## src/rtl/sio_shift_ctrl.sv

```systemverilog
`timescale 1ns/1ps
module sio_shift_ctrl #(
  parameter int HALF_W = 4,
  parameter int DIV_W  = 3
) (
  input  logic              clk,
  input  logic              rst_n,
  input  logic              mode_we,
  input  logic [3:0]        mode_wdata,
  input  logic              lo_we,
  input  logic              hi_we,
  input  logic [HALF_W-1:0] half_wdata,
  output logic [HALF_W-1:0] data_lo,
  output logic [HALF_W-1:0] data_hi,
  input  logic              start,
  input  logic              flag_clr,
  input  logic              sck_in,
  output logic              sck_out,
  output logic              sck_oe,
  input  logic              sdi,
  output logic              sdo,
  output logic              irq_flag
);
  localparam int DATA_W = 2 * HALF_W;
  localparam int CNT_W  = $clog2(DATA_W);
  localparam int HALVES = 2 * DATA_W;
  localparam int HV_W   = $clog2(HALVES + 1);

  typedef enum logic [1:0] {ST_SW = 2'd0, ST_CW = 2'd1, ST_XF = 2'd2} seq_t;

  seq_t              state;
  logic [CNT_W-1:0]  cnt;
  logic [DATA_W-1:0] shreg;
  logic [3:0]        mode_pend, mode_act;
  logic              pend_v;
  logic              sck_sync, sck_prev, sdo_q, gen_clk;
  logic [HV_W-1:0]   gen_left;
  logic [DIV_W-1:0]  div_cnt;

  wire              pin_en  = mode_act[0];
  wire              int_src = mode_act[1];
  wire [DIV_W-1:0]  div_lim = DIV_W'((1 << mode_act[3:2]) - 1);
  wire              sck_lvl = !pin_en ? 1'b1 : (int_src ? gen_clk : sck_sync);
  wire              rise    = sck_lvl & ~sck_prev;
  wire              fall    = ~sck_lvl & sck_prev;
  wire              cmd     = mode_we | start;
  wire              in_xf   = (state == ST_XF);
  wire              first_low = in_xf && (cnt == '0);
  wire              done    = in_xf && rise && (cnt == CNT_W'(DATA_W - 1));
  wire              cut_set = in_xf && !first_low && cmd;
  wire              shift_en = !cmd && in_xf && rise;
  wire              out_en  = !cmd && fall && (state != ST_SW);
  wire              start_gen = start && !mode_we && pin_en && int_src;

  logic [DATA_W-1:0] sh_next;
  always_comb begin
    sh_next = shift_en ? {sdi, shreg[DATA_W-1:1]} : shreg;
    if (lo_we) sh_next[HALF_W-1:0] = half_wdata;
    if (hi_we) sh_next[DATA_W-1:HALF_W] = half_wdata;
  end

  always_ff @(posedge clk) begin
    if (!rst_n) begin
      mode_pend <= '0;
      mode_act  <= '0;
      pend_v    <= 1'b0;
    end else begin
      pend_v <= mode_we;
      if (mode_we) mode_pend <= mode_wdata;
      if (pend_v)  mode_act  <= mode_pend;
    end
  end

  always_ff @(posedge clk) begin
    if (!rst_n) begin
      state <= ST_SW;
      cnt   <= '0;
    end else if (mode_we) begin
      state <= ST_SW;
      cnt   <= '0;
    end else if (start) begin
      state <= ST_CW;
      cnt   <= '0;
    end else begin
      case (state)
        ST_CW: if (fall) state <= ST_XF;
        ST_XF: if (rise) begin
          cnt <= cnt + 1'b1;
          if (cnt == CNT_W'(DATA_W - 1)) state <= ST_CW;
        end
        default: ;
      endcase
    end
  end

  always_ff @(posedge clk) begin
    if (!rst_n) begin
      shreg    <= '0;
      sdo_q    <= 1'b1;
      sck_sync <= 1'b1;
      sck_prev <= 1'b1;
      irq_flag <= 1'b0;
    end else begin
      shreg    <= sh_next;
      sck_sync <= sck_in;
      sck_prev <= sck_lvl;
      if (out_en) sdo_q <= shreg[0];
      if (done || cut_set) irq_flag <= 1'b1;
      else if (flag_clr)   irq_flag <= 1'b0;
    end
  end

  always_ff @(posedge clk) begin
    if (!rst_n || mode_we) begin
      gen_clk  <= 1'b1;
      gen_left <= '0;
      div_cnt  <= '0;
    end else if (start_gen) begin
      gen_clk  <= 1'b1;
      gen_left <= HV_W'(HALVES);
      div_cnt  <= '0;
    end else if (gen_left != '0) begin
      if (div_cnt == div_lim) begin
        div_cnt  <= '0;
        gen_clk  <= ~gen_clk;
        gen_left <= gen_left - 1'b1;
      end else begin
        div_cnt <= div_cnt + 1'b1;
      end
    end
  end

  assign data_lo = shreg[HALF_W-1:0];
  assign data_hi = shreg[DATA_W-1:HALF_W];
  assign sdo     = sdo_q;
  assign sck_out = gen_clk;
  assign sck_oe  = pin_en & int_src;
endmodule

```

## config.mk

```make
export PLATFORM = sky130hd
export DESIGN_NAME = sio_shift_ctrl
export DESIGN_NICKNAME = d
export VERILOG_FILES = /design/src/rtl/sio_shift_ctrl.sv
export SDC_FILE = /design/constraint.sdc
export NUM_CORES = 1
export LEC_CHECK = 0
export ABC_AREA = 1
export BUFFER_PORTS_ARGS = -buffer_cell sky130_fd_sc_hd__buf_2
export CAP_MARGIN = 30
export CORE_AREA = 2 2 76 64
export CTS_BUF_LIST = sky130_fd_sc_hd__clkbuf_2
export CTS_CLUSTER_DIAMETER = 30
export DETAILED_ROUTE_END_ITERATION = 7
export DIE_AREA = 0 0 78 66
export HOLD_SLACK_MARGIN = 0.03
export PLACE_DENSITY_LB_ADDON = 0.2
export SETUP_SLACK_MARGIN = 0.5
export SLEW_MARGIN = 10
export SYNTH_ARGS = -nofsm -noshare
export SYNTH_HDL_FRONTEND = slang
export SYNTH_SLANG_ARGS = --single-unit
```

## constraint.sdc

```tcl
create_clock -name clk -period 1.33 [get_ports clk]
set_input_delay 0.0665 -clock clk [delete_from_list [all_inputs] [get_ports clk]]
set_output_delay 0.0665 -clock clk [all_outputs]
set_load 0.01 [all_outputs]
```

; ---- Yosys cells after proc, flatten, opt, wreduce, memory -nomap -nowiden
; Cells that the tools add are included.
[totals]
regBits = 35
latch_bits = 0
ram_bits = 0
romBits = 0
inputBits = 17
output_inout_bits = 12
word_cells = 91
n_memories = 0
[op_classes]
addsub = 4
n_mul = 0
n_div = 0
magnitude_cmp = 0
eq_ne = 10
shift = 1
muxes = 16
n_bitwise = 8
reduce_logical = 36
[op_table]
columns = op, n
row1 = $mux 5, 3
row2 = $reduce_bool 2->1, 7
row3 = $logic_and 1x1->1, 12
row4 = $mux 4, 2
row5 = $mux 8, 1
row6 = $reduce_and 4->1, 2
row7 = $add 3x1->3 const B, 2
row8 = $mux 2, 3
row9 = $ne 3x3->1 const B, 2
row10 = $reduce_and 2->1, 3
row11 = $mux 1, 5
row12 = $reduce_bool 5->1, 1
row13 = $sub 5x1->5 const B, 1
row14 = $logic_not 1->1, 4
row15 = $ne 2x2->1 const B, 2
row16 = $not 1->1, 4
row17 = $pmux 2 s2, 1
row18 = $reduce_or 2->1, 2
row19 = $and 1x1->1, 3
row20 = $eq 3x3->1, 1
row21 = $eq 3x3->1 const B, 1
row22 = $logic_not 3->1, 1
row23 = $mux 3, 1
row24 = $ne 3x2->1 const B, 1
row25 = other kinds (9), 10

; ---- Longest topological paths before layout
; Gate-level depths: netlist of the first run.
[depth]
word_depth = 7
ltp_mapped = 10
ltp_nobuf = 10

; ---- Worst setup path before layout of the first run
; OpenSTA, ideal clock, no wires.
[synth_timing]
path_kind = flip-flop to flip-flop
startpoint = register gen_left[0]
endpoint = register div_cnt[2]
setup_ps = 116
arrival_time_ps = 1111
required_ps = 1214
slack_ps = 104
path_stages_with_launch = 9
path_buffers = 0
period_less_slack_ps = 1226
path_cell_list = dfxtp_1 inv_1 ha_1 nand2_1 nor2_4 inv_1 nand2_1 xor2_1 nor2_1
[synth_between]
elab_chain_cells = 1
[synth_lines]
columns = item, line_no
row1 = "start, declared", 37  ; logic [HV_W-1:0] gen_left;
row2 = "start signal, assigned", 120  ; gen_left <= HV_W'(HALVES);
row3 = "start signal, assigned", 126  ; gen_left <= gen_left - 1'b1;
row4 = $reduce_bool 5->1, 122  ; end else if (gen_left != '0) begin
row5 = "end signal, assigned", 128  ; div_cnt <= div_cnt + 1'b1;
row6 = "end, declared", 38  ; logic [DIV_W-1:0] div_cnt;
; No other way between the ends.
; A chain may end at the register's enable or synchronous reset.

; ---- Worst setup path after layout of the first run
[layout_timing]
startpoint = register cnt[0]
endpoint = register state[0]
[layout_between]
elab_chain_cells = 3
[layout_lines]
columns = item, line_no
row1 = "start, declared", 32  ; logic [CNT_W-1:0] cnt;
row2 = "start signal, assigned", 88  ; cnt <= cnt + 1'b1;
row3 = $eq 3x3->1, 89  ; if (cnt == CNT_W'(DATA_W - 1)) state <= ST_CW;
row4 = $ne 3x2->1 (no source line), n/a
row5 = $reduce_and 4->1 (no source line), n/a
row6 = "end signal, assigned", 82  ; state <= ST_CW;
row7 = "end signal, assigned", 86  ; ST_CW: if (fall) state <= ST_XF;
row8 = "end signal, assigned", 89
row9 = "end, declared", 31  ; seq_t state;
; No other way between the ends.

==> results of run 1 <==
[area by class of cell]
type,instances,area (um2)
Timing Repair Buffer,67,555.5
Tap cell,60,75.07
Clock inverter,1,5.005
Clock buffer,7,35.03
Fill cell,413,1764
Inverter,29,118.9
Multi-Input combinational cell,160,1109
Sequential cell,35,742.0
[metal layers]
metal	global-route usage, %	up-vias
li1	-	862
met1	21.36	747
met2	28.13	34
met3	4.098	7
met4	5.921	0
met5	0	-
[power breakdown]
| group | switching (mW) | internal [mW] |
|---|---|---|
| Clock | 0.362 | 0.144 |
| Combinational | 0.204 | 0.202 |
| Sequential | 0.0380 | 1.09 |
| Total | 0.604 | 1.43 |
[metrics by stage]
stage | setup slack, ps | total power [mW] | setup TNS, ps | area (um2)
final | 49.70 | 2.038 | 0 | 2640
after global routing | -55.73 | 2.155 | -68.97 | 2640
after CTS | 60.43 | 2.007 | 0 | 2425
after detailed placement | 91.18 | 1.401 | 0 | 1993
after global placement | 106.6 | 1.398 | 0 | 1993
after floorplan | 203.3 | 1.313 | 0 | 1759
[worst register-to-register path: stages, from the launching register on]
cell,delay (ps)
dfxtp_2,390
ha_4,170
ha_4,160
nand3b_1,150
nand2_1,70
inv_1,50
nand3_1,80
nand2_1,60
a21oi_2,110
[timing repair]
action                                 4_1_cts  5_1_grt
cloned                                       0        0
resized for setup                           48       40
setup buffers                               16        9
pin swaps                                   14       12
setup endpoints to repair                   38       36
endpoints found under the hold margin       13        1
[cell usage after synthesis]
library cell | n | area share, %
dfxtp_1 | 35 | 42
nand3_2 | 1 | 0.59
clkbuf_1 | 3 | 0.67
nand3_1 | 15 | 4.5
a21boi_0 | 1 | 0.45
a31oi_1 | 1 | 0.37
xnor2_1 | 1 | 0.52
nand3b_1 | 1 | 0.45
a21oi_1 | 14 | 4.2
nand2_1 | 56 | 12
nand4_1 | 3 | 1.1
xor2_1 | 4 | 2.1
xor2_2 | 1 | 0.97
or2_2 | 2 | 0.74
nor2_2 | 2 | 0.74
inv_1 | 29 | 6.5
mux2i_1 | 6 | 3.6
nor2_1 | 25 | 5.6
ha_1 | 5 | 3.7
nor2_4 | 3 | 2.0
a22o_1 | 2 | 1.0
o21ai_0 | 12 | 3.6
nand2_4 | 3 | 2.0
nor3_1 | 1 | 0.30
nand2_2 | 1 | 0.37
[sequential cells by signal, summed over array words and instances (netlist names)]
register   flops
cnt            3
div_cnt        3
gen_left       5
irq_flag       1
mode_act       4
mode_pend      4
pend_v         1
sck_out        1
sck_prev       1
sck_sync       1
sdo            1
shreg          8
state          2
[final timing paths]
path	from	slack, ps	to
max	cnt[0]	50	state[0]
min	start	10	gen_left[4]
max reg2reg	cnt[0]	50	state[0]
min reg2reg	mode_pend[1]	470	mode_act[1]
[cell families (layout without fill, tap and decap cells)]
group | after synthesis | after routing | synth area share, %
buffers and inverters | 32 | 104 | 7.132
AOI/OAI and AO/OA | 30 | 30 | 9.585
adders and majority gates | 5 | 5 | 3.715
and+or+nand+nor | 113 | 113 | 30.83
muxes | 6 | 6 | 3.566
DFF | 35 | 35 | 41.60
xor gates and xnor gates | 6 | 6 | 3.566
==> impl_metrics.toml, run 1 <==
[status]
status = "complete, no violations"

[sta]
period_minus_slack_ps = 1280
whs_ps = 10.90
fin_skew_ps = 20.18
rsz0062_at_grt = "yes"
slew_violations = 0
maxSlewHeadroom_pct = 70.38
hold_viol = 0
max_freq_mhz = 781.1
finalCritPeriodShare_pct = 96.26
setup_viol = 0
worst_slew_pin_slew_ps = 442.7

[min_path]
hp-class = "in2reg"
holdPathStages = 3

[routing]
drc = 0
wl_per_cell_um = 11.77
routed-wl-met3_um = 200
top_layer = "met4"
detail_route.iter0.violations = 58
drtPass1Iterations = 4
wl_met2_mm = 1.974
wl_met1_mm = 1.997
ant_nets = 0
avgViaCountPerCell = 4.596
wl_mm = 4.227
num_vias = 1650

[placement]
io_buffers = 28
globalplace.congestion = 0.7860
dp.cells = 316
dp_hpwl_mm = 2.670

[global_routing]
first_global_vias = 1550
grt_pass1_wl_mm = 6.755
grt_overflow = 0
antenna_found_initial = 0
grt_max_degree = 14
grt_usage_pct = 16.85

[layout]
area_growth_syn_to_layout_pct = 56.76
diodes = 0
most-common-layout-cells = "nand2_1 (36), inv_1 (23), nor2_1 (23), buf_4 (23)"
final_common_cell = "nand2_1"
nets = 320
finalNonFillerCells = 359
final_layout_size_suffix_gt1_share_pct = 50.17
fin_util_pct = 59.94

[setup_path]
crit_buf_inv = 1
cp_cell_sequence = "ha_4 > ha_4 > nand3b_1 > nand2_1 > inv_1 > nand3_1 > nand2_1 > a21oi_2"
cp_top_family = "flip-flops"
slowest_stage = "dfxtp_2"
critical_path_class = "reg2reg"
critical_path_depth = 8
crit_path_max_fanout = 3
r2r_cells = 8
worst_setup_path_start_kind = "flop"
arrival_ps = 1620
critPathCaptureType = "flop"
cpPeakStageDelay_ps = 390
critPathRequiredTime_ps = 1670

[clock_tree]
clk_latency_ps = 380
cts_max_path_buffers = 2
cts.sinks = 35
h-tree-depth = 2
cts_buffers = 5
root_buffer = "clkbuf_2"
clk_pin_slew_ps = 200
hold_buffers = 10
cts_tree = "yes"

[logic_synthesis]
syn_inst = 227
ys_seq_area_share_pct = 41.60
synth_cell_types = 25
yosysWarningCount = 0
syn_nets = 249
ys_ff_latch = 35
syn-cell-area_um2 = 1684
syn_avg_cell_area_um2 = 7.419

[die]
floorplan.io_pins = 29
die_y_um = 66
die_area_um2 = 5148
core_area_um2 = 4404
num_rows = 22
start_util_pct = 38.24
die_x_um = 78

[job]
drv_cap = 0

[pwr]
power_leakage_nw = 1.165
vdd_drop_max_v = 0.0004523
p_per_area_nw_per_um2 = 771.8
No activity file was read; power rests on OpenSTA's default activity.
==> inputs of run 2 (changes only) <==
ABC_AREA = unset   (was 1)
CORE_AREA = 2 2 75 63   (was 2 2 76 64)
DIE_AREA = 0 0 77 65   (was 0 0 78 66)
==> run 2 against run 1 <==
The flow now finishes with violations (setup timing). Clock skew up 1.1 ps. Cell count shrank 16%. First-iteration DRC count shrank 24%. Flip-flop and latch count stayed put. Hold slack better by 46 ps. Sequential power is 7% higher. Global-route usage increased by 0.054 points. Largest cell class unchanged.
==> impl_metrics.toml, run 2 <==
[pwr]
power_leakage_nw = 1.018
p_per_area_nw_per_um2 = 1227
finalPower_mw = 3.010
vdd_drop_max_v = 0.0006080

[global_routing]
grt_max_degree = 14
first_global_vias = 1462
grt_usage_pct = 16.90
grt_pass1_wl_mm = 6.568
antenna_found_initial = 0
grt_overflow = 0

[routing]
wl_per_cell_um = 12.68
wl_mm = 3.803
drtPass1Iterations = 4
detail_route.iter0.violations = 44
drc = 0
num_vias = 1441
avgViaCountPerCell = 4.803
ant_nets = 0

[placement]
globalplace.congestion = 0.7671
dpl-instance-area_um2 = 2023
dp.cells = 270
io_buffers = 28
dp_hpwl_mm = 2.677

[clock_tree]
cts_tree = "yes"
cts_buffers = 5
h-tree-depth = 2
cts_max_path_buffers = 2
clk_pin_slew_ps = 170
clk_latency_ps = 380
cts.sinks = 35
root_buffer = "clkbuf_2"

[layout]
most-common-layout-cells = "buf_4 (22), nor2b_1 (19), dfxtp_1 (19), buf_6 (19), mux2i_1 (18)"
fill_cells = 414
area_growth_syn_to_layout_pct = 49.85
largest_reg_flops = 8
stdcell_area_um2 = 2452
largest-register = "shreg"
fin_util_pct = 56.39
finalNonFillerCells = 300
final_layout_size_suffix_gt1_share_pct = 46.67
final_common_cell = "buf_4"
nets = 261
diodes = 0
reg.largest.list = "shreg: 8 flops, gen_left: 5 flops"

[sta]
max_freq_mhz = 585.8
period_minus_slack_ps = 1707
maxSlewHeadroom_pct = 81.34
slew_violations = 0
finalCritPeriodShare_pct = 128.4
rsz0062_at_grt = "yes"
hold_viol = 0
fin_ws_ps = -377.2
setup_viol = 21
fin_skew_ps = 21.27
worst_slew_pin_slew_ps = 279.0

[job]
drv_cap = 0

[setup_path]
critPathCaptureType = "flop"
critical_path_class = "reg2reg"
worst_setup_path_start_kind = "flop"
crit_path_max_fanout = 7
r2r_cells = 5
arrival_ps = 1980
critPathRequiredTime_ps = 1610

[min_path]
holdPathStages = 4
hp-class = "in2reg"

[status]
failed_checks = "setup timing"
status = "finished, violations left"

[logic_synthesis]
netlist.area_leader.share_pct = 42.81
yosysWarningCount = 0
synth_edf_count = 0
yosysMostFrequentCell = "dfxtp_1"
syn_nets = 191
synthArstFlopShare_pct = 0
synth_cell_types = 35
synth_common_cells = "dfxtp_1 (35), nor2b_1 (20), mux2i_1 (19)"
synth_top_area_cell = "dfxtp_1"
synth_ff_type = "dfxtp_1"
syn_avg_cell_area_um2 = 9.684
syn-cell-area_um2 = 1637
syn_inst = 169
ys_ff_latch = 35
ys_seq_area_share_pct = 42.81
synth_area_leaders = "dfxtp_1 (43%), mux2i_1 (12%), nor2b_1 (7.6%)"

[die]
core_area_um2 = 4349
die_y_um = 65
die_x_um = 77
start_util_pct = 37.63
floorplan.io_pins = 29
num_rows = 22
die_area_um2 = 5005
## run 2: layout make-up
class / count / area [um2] / area share [%]
Sequential cell: 35 / 725.7 / 29.59
Clock inverter: 2 / 7.507 / 0.3061
Timing Repair Buffer: 68 / 569.3 / 23.21
Multi-Input combinational cell: 122 / 1018 / 41.53
Tap cell: 60 / 75.07 / 3.061
Inverter: 7 / 26.28 / 1.071
Clock buffer: 6 / 30.03 / 1.224
## run 2: worst paths after layout
check             slack [ps]        start     endpoint
setup / recovery        -380  mode_act[2]  gen_left[3]
hold / removal            60          sdi     shreg[7]
setup reg to reg        -380  mode_act[2]  gen_left[3]
hold reg to reg          490          sdo          sdo
## run 2: logic make-up after synthesis
logic type                 count (synthesis)  synth area share [%]
AOI/OAI and AO/OA                         29                 12.16
xor gates and xnor gates                   3                 1.606
adders and majority gates                  5                 3.823
buffers and inverters                     12                 2.828
DFF                                       35                 42.81
muxes                                     27                 17.13
and+or+nand+nor                           58                 19.65
## run 2: where the power goes
part / total, mW / switching, mW / internal (mW) / leakage (nW)
sequential: 1.21 / 0.0663 / 1.15 / 0.291
clock: 0.472 / 0.346 / 0.126 / 0.0281
combinational: 1.32 / 0.594 / 0.730 / 0.699
## run 2: what timing repair did
action                     in CTS  in global routing
resized for setup              44                  7
buffers inserted                8                  3
hold endpoints to repair       14                  1
pin swaps                       8                  5
hold buffers                   10                  1
setup endpoints to repair      41                 38
## run 2: through the flow
stage	setup TNS, ps	hold slack, ps	worst slack (ps)
2_1_floorplan	-1806	139.5	-278.3
6_report	-3644	56.90	-377.2
3_3_place_gp	-3359	256.9	-318.9
4_1_cts	-3350	39.50	-363.3
5_1_grt	-4772	39.89	-420.0
3_5_place_dp	-3897	252.7	-356.9
## run 2: critical path, stage by stage, from the launching register on
cell and delay, ps:
dfxtp_1 340, or4_1 510, a21o_1 210, a21oi_4 260, a21oi_1 100, a31o_1 190
## run 2: per-layer routing
metal | vias up | part of all wire [%] | global-route usage (%)
met3 | 7 | 3.7 | 4.596
met2 | 26 | 48 | 28.29
met1 | 683 | 47 | 20.40
met5 | - | 0 | 0
met4 | 0 | 1.6 | 7.813
li1 | 725 | - | -
==> inputs of run 3 (changes only) <==
CORE_AREA = 2 2 83 69   (was 2 2 75 63)
DIE_AREA = 0 0 85 71   (was 0 0 77 65)
==> run 3 against run 2 <==
The run still ends with setup timing left. Critical path depth grew 1. Via count shrank 3.5%. Clock power grew 44%. Critical endpoint unchanged. Clock skew shrank 12 ps. Largest cell class unchanged.
==> impl_metrics.toml, run 3 (same netlist as run 2, synthesis figures left out) <==
[status]
status = "finished, violations left"
failed_checks = "setup timing"

[sta]
rsz0062_at_grt = "yes"
tns_ps = -2994
fin_skew_ps = 9.356
worst_slew_pin_slew_ps = 352.0
hold_viol = 0
max_freq_mhz = 605.2
slew_violations = 0
finalCritPeriodShare_pct = 124.2
setup_viol = 21
maxSlewHeadroom_pct = 76.35
fin_ws_ps = -322.3
period_minus_slack_ps = 1652

[pwr]
vdd_drop_max_v = 0.0008400
power_leakage_nw = 1.052
finalPower_mw = 3.508
p_per_area_nw_per_um2 = 1405

[clock_tree]
cts.sinks = 35
cts_buffers = 5
cts_max_path_buffers = 2
clk_pin_slew_ps = 180
root_buffer = "clkbuf_2"
hold_buffers = 9
clk_latency_ps = 370
cts_tree = "yes"
h-tree-depth = 2

[setup_path]
crit_path_max_fanout = 6
r2r_cells = 6
crit_buf_inv = 1
critPathRequiredTime_ps = 1620
worst_setup_path_start_kind = "flop"
arrival_ps = 1940
reg2reg_to = "gen_left[3]"
cpPeakStageDelay_ps = 500
r2r_slack_ps = -320
cp_top_family = "compound AO/OA/AOI/OAI gates"
critical_path_class = "reg2reg"
worstReg2RegStart = "mode_act[2]"
critPathCaptureType = "flop"
cp_cell_sequence = "or4_1 > a21o_1 > a21oi_4 > buf_6 > a21oi_2 > a31o_1"
slowest_stage = "or4_1"

[placement]
io_buffers = 28
dp_hpwl_mm = 2.558
globalplace.congestion = 0.7257
dpl-instance-area_um2 = 2090

[die]
die_y_um = 71
core_area_um2 = 5255
die_area_um2 = 6035
floorplan.io_pins = 29
start_util_pct = 31.14
num_rows = 24
die_x_um = 85

[routing]
drtPass1Iterations = 4
detail_route.iter0.violations = 32
wl_mm = 3.740
wl_per_cell_um = 12.14
num_vias = 1390
drc = 0
ant_nets = 0
avgViaCountPerCell = 4.513

[layout]
reg.largest.list = "shreg: 8 flops, gen_left: 5 flops"
area_growth_syn_to_layout_pct = 52.60
largest-register = "shreg"
final_layout_size_suffix_gt1_share_pct = 48.97
final_common_cell = "buf_4"
fill_cells = 509
diodes = 0
most-common-layout-cells = "buf_4 (27), nor2b_1 (19), dfxtp_1 (19), buf_6 (19), mux2i_1 (18)"
largest_reg_flops = 8
nets = 264
stdcell_area_um2 = 2497

[global_routing]
first_global_vias = 1382
grt_max_degree = 17
grt_pass1_wl_mm = 6.279
grt_usage_pct = 13.03
antenna_found_initial = 0
grt_overflow = 0

[min_path]
holdPathStages = 3
hp-class = "in2reg"
worst_hold_path.endpoint = "gen_left[4]"
hp-start = "mode_we"

[job]
drv_cap = 0
-- run 3: changes by cell type in the layout (fill, tap and decap cells not counted), sizes merged --
cell / before / now
bufinv: 0 / 1
clkbuf: 6 / 5
dlygate4sd3: 11 / 9
buf: 57 / 62
-- run 3: final cells by class --
cell class / count / area (um2) / area share [%]
multi-input cells: 122 / 1013 / 40.58
flip-flops and latches: 35 / 725.7 / 29.06
repair buffers: 71 / 586.8 / 23.50
well taps: 65 / 81.33 / 3.257
clock inverters: 3 / 38.79 / 1.553
inverters: 7 / 26.28 / 1.052
clock buffers: 5 / 25.02 / 1.002
-- run 3: power by group --
part / leakage, nW / switching, mW / internal, mW
combinational: 0.721 / 0.648 / 0.963
sequential: 0.291 / 0.0686 / 1.15
clock: 0.0404 / 0.369 / 0.309
-- run 3: stage by stage --
| stage | util, % | setup WS [ps] | hold slack (ps) | cells |
|---|---|---|---|---|
| after floorplan | - | -278.3 | 139.5 | 169 |
| after global routing | 47.52 | -378.1 | 29.24 | 308 |
| after global placement | 39.76 | -323.8 | 253.7 | 283 |
| after detailed placement | 39.76 | -357.6 | 254.2 | 283 |
| final | 47.52 | -322.3 | 30.24 | 308 |
| after CTS | 46.33 | -371.8 | 2.054 | 304 |
-- run 3: repair_timing --
| item | CTS | global route |
|---|---|---|
| endpoints found under the setup margin | 37 | 41 |
| setup buffers | 4 | 4 |
| pin swaps | 9 | 6 |
| gates cloned | 0 | 0 |
| gates resized for setup | 42 | 10 |
| endpoints found under the hold margin | 12 | 1 |
-- run 3: how the worst max path moves through the flow --
stage	startpoint	end	slack (ps)	depth (start not counted)
2_1_floorplan	mode_act[2]	gen_left[2]	-280	5
3_3_place_gp	mode_act[2]	gen_left[2]	-320	5
3_5_place_dp	mode_act[2]	gen_left[3]	-360	5
4_1_cts	mode_act[2]	gen_left[3]	-370	5
5_1_grt	mode_act[2]	gen_left[3]	-380	6
6_report	mode_act[2]	gen_left[3]	-320	6
-- run 3: routing by layer --
metal	global-route usage (%)	wire, um
met1	18.01	1980
met2	19.97	1590
met3	2.917	119
met4	4.762	50
met5	0	0
-- run 3: tightest hold or removal path: cells and delay by family --
kind / cells / cell delay [ps]
buffers and inverters: 1 / 130
and+or+nand+nor: 1 / 130
AOI/OAI and AO/OA: 1 / 40
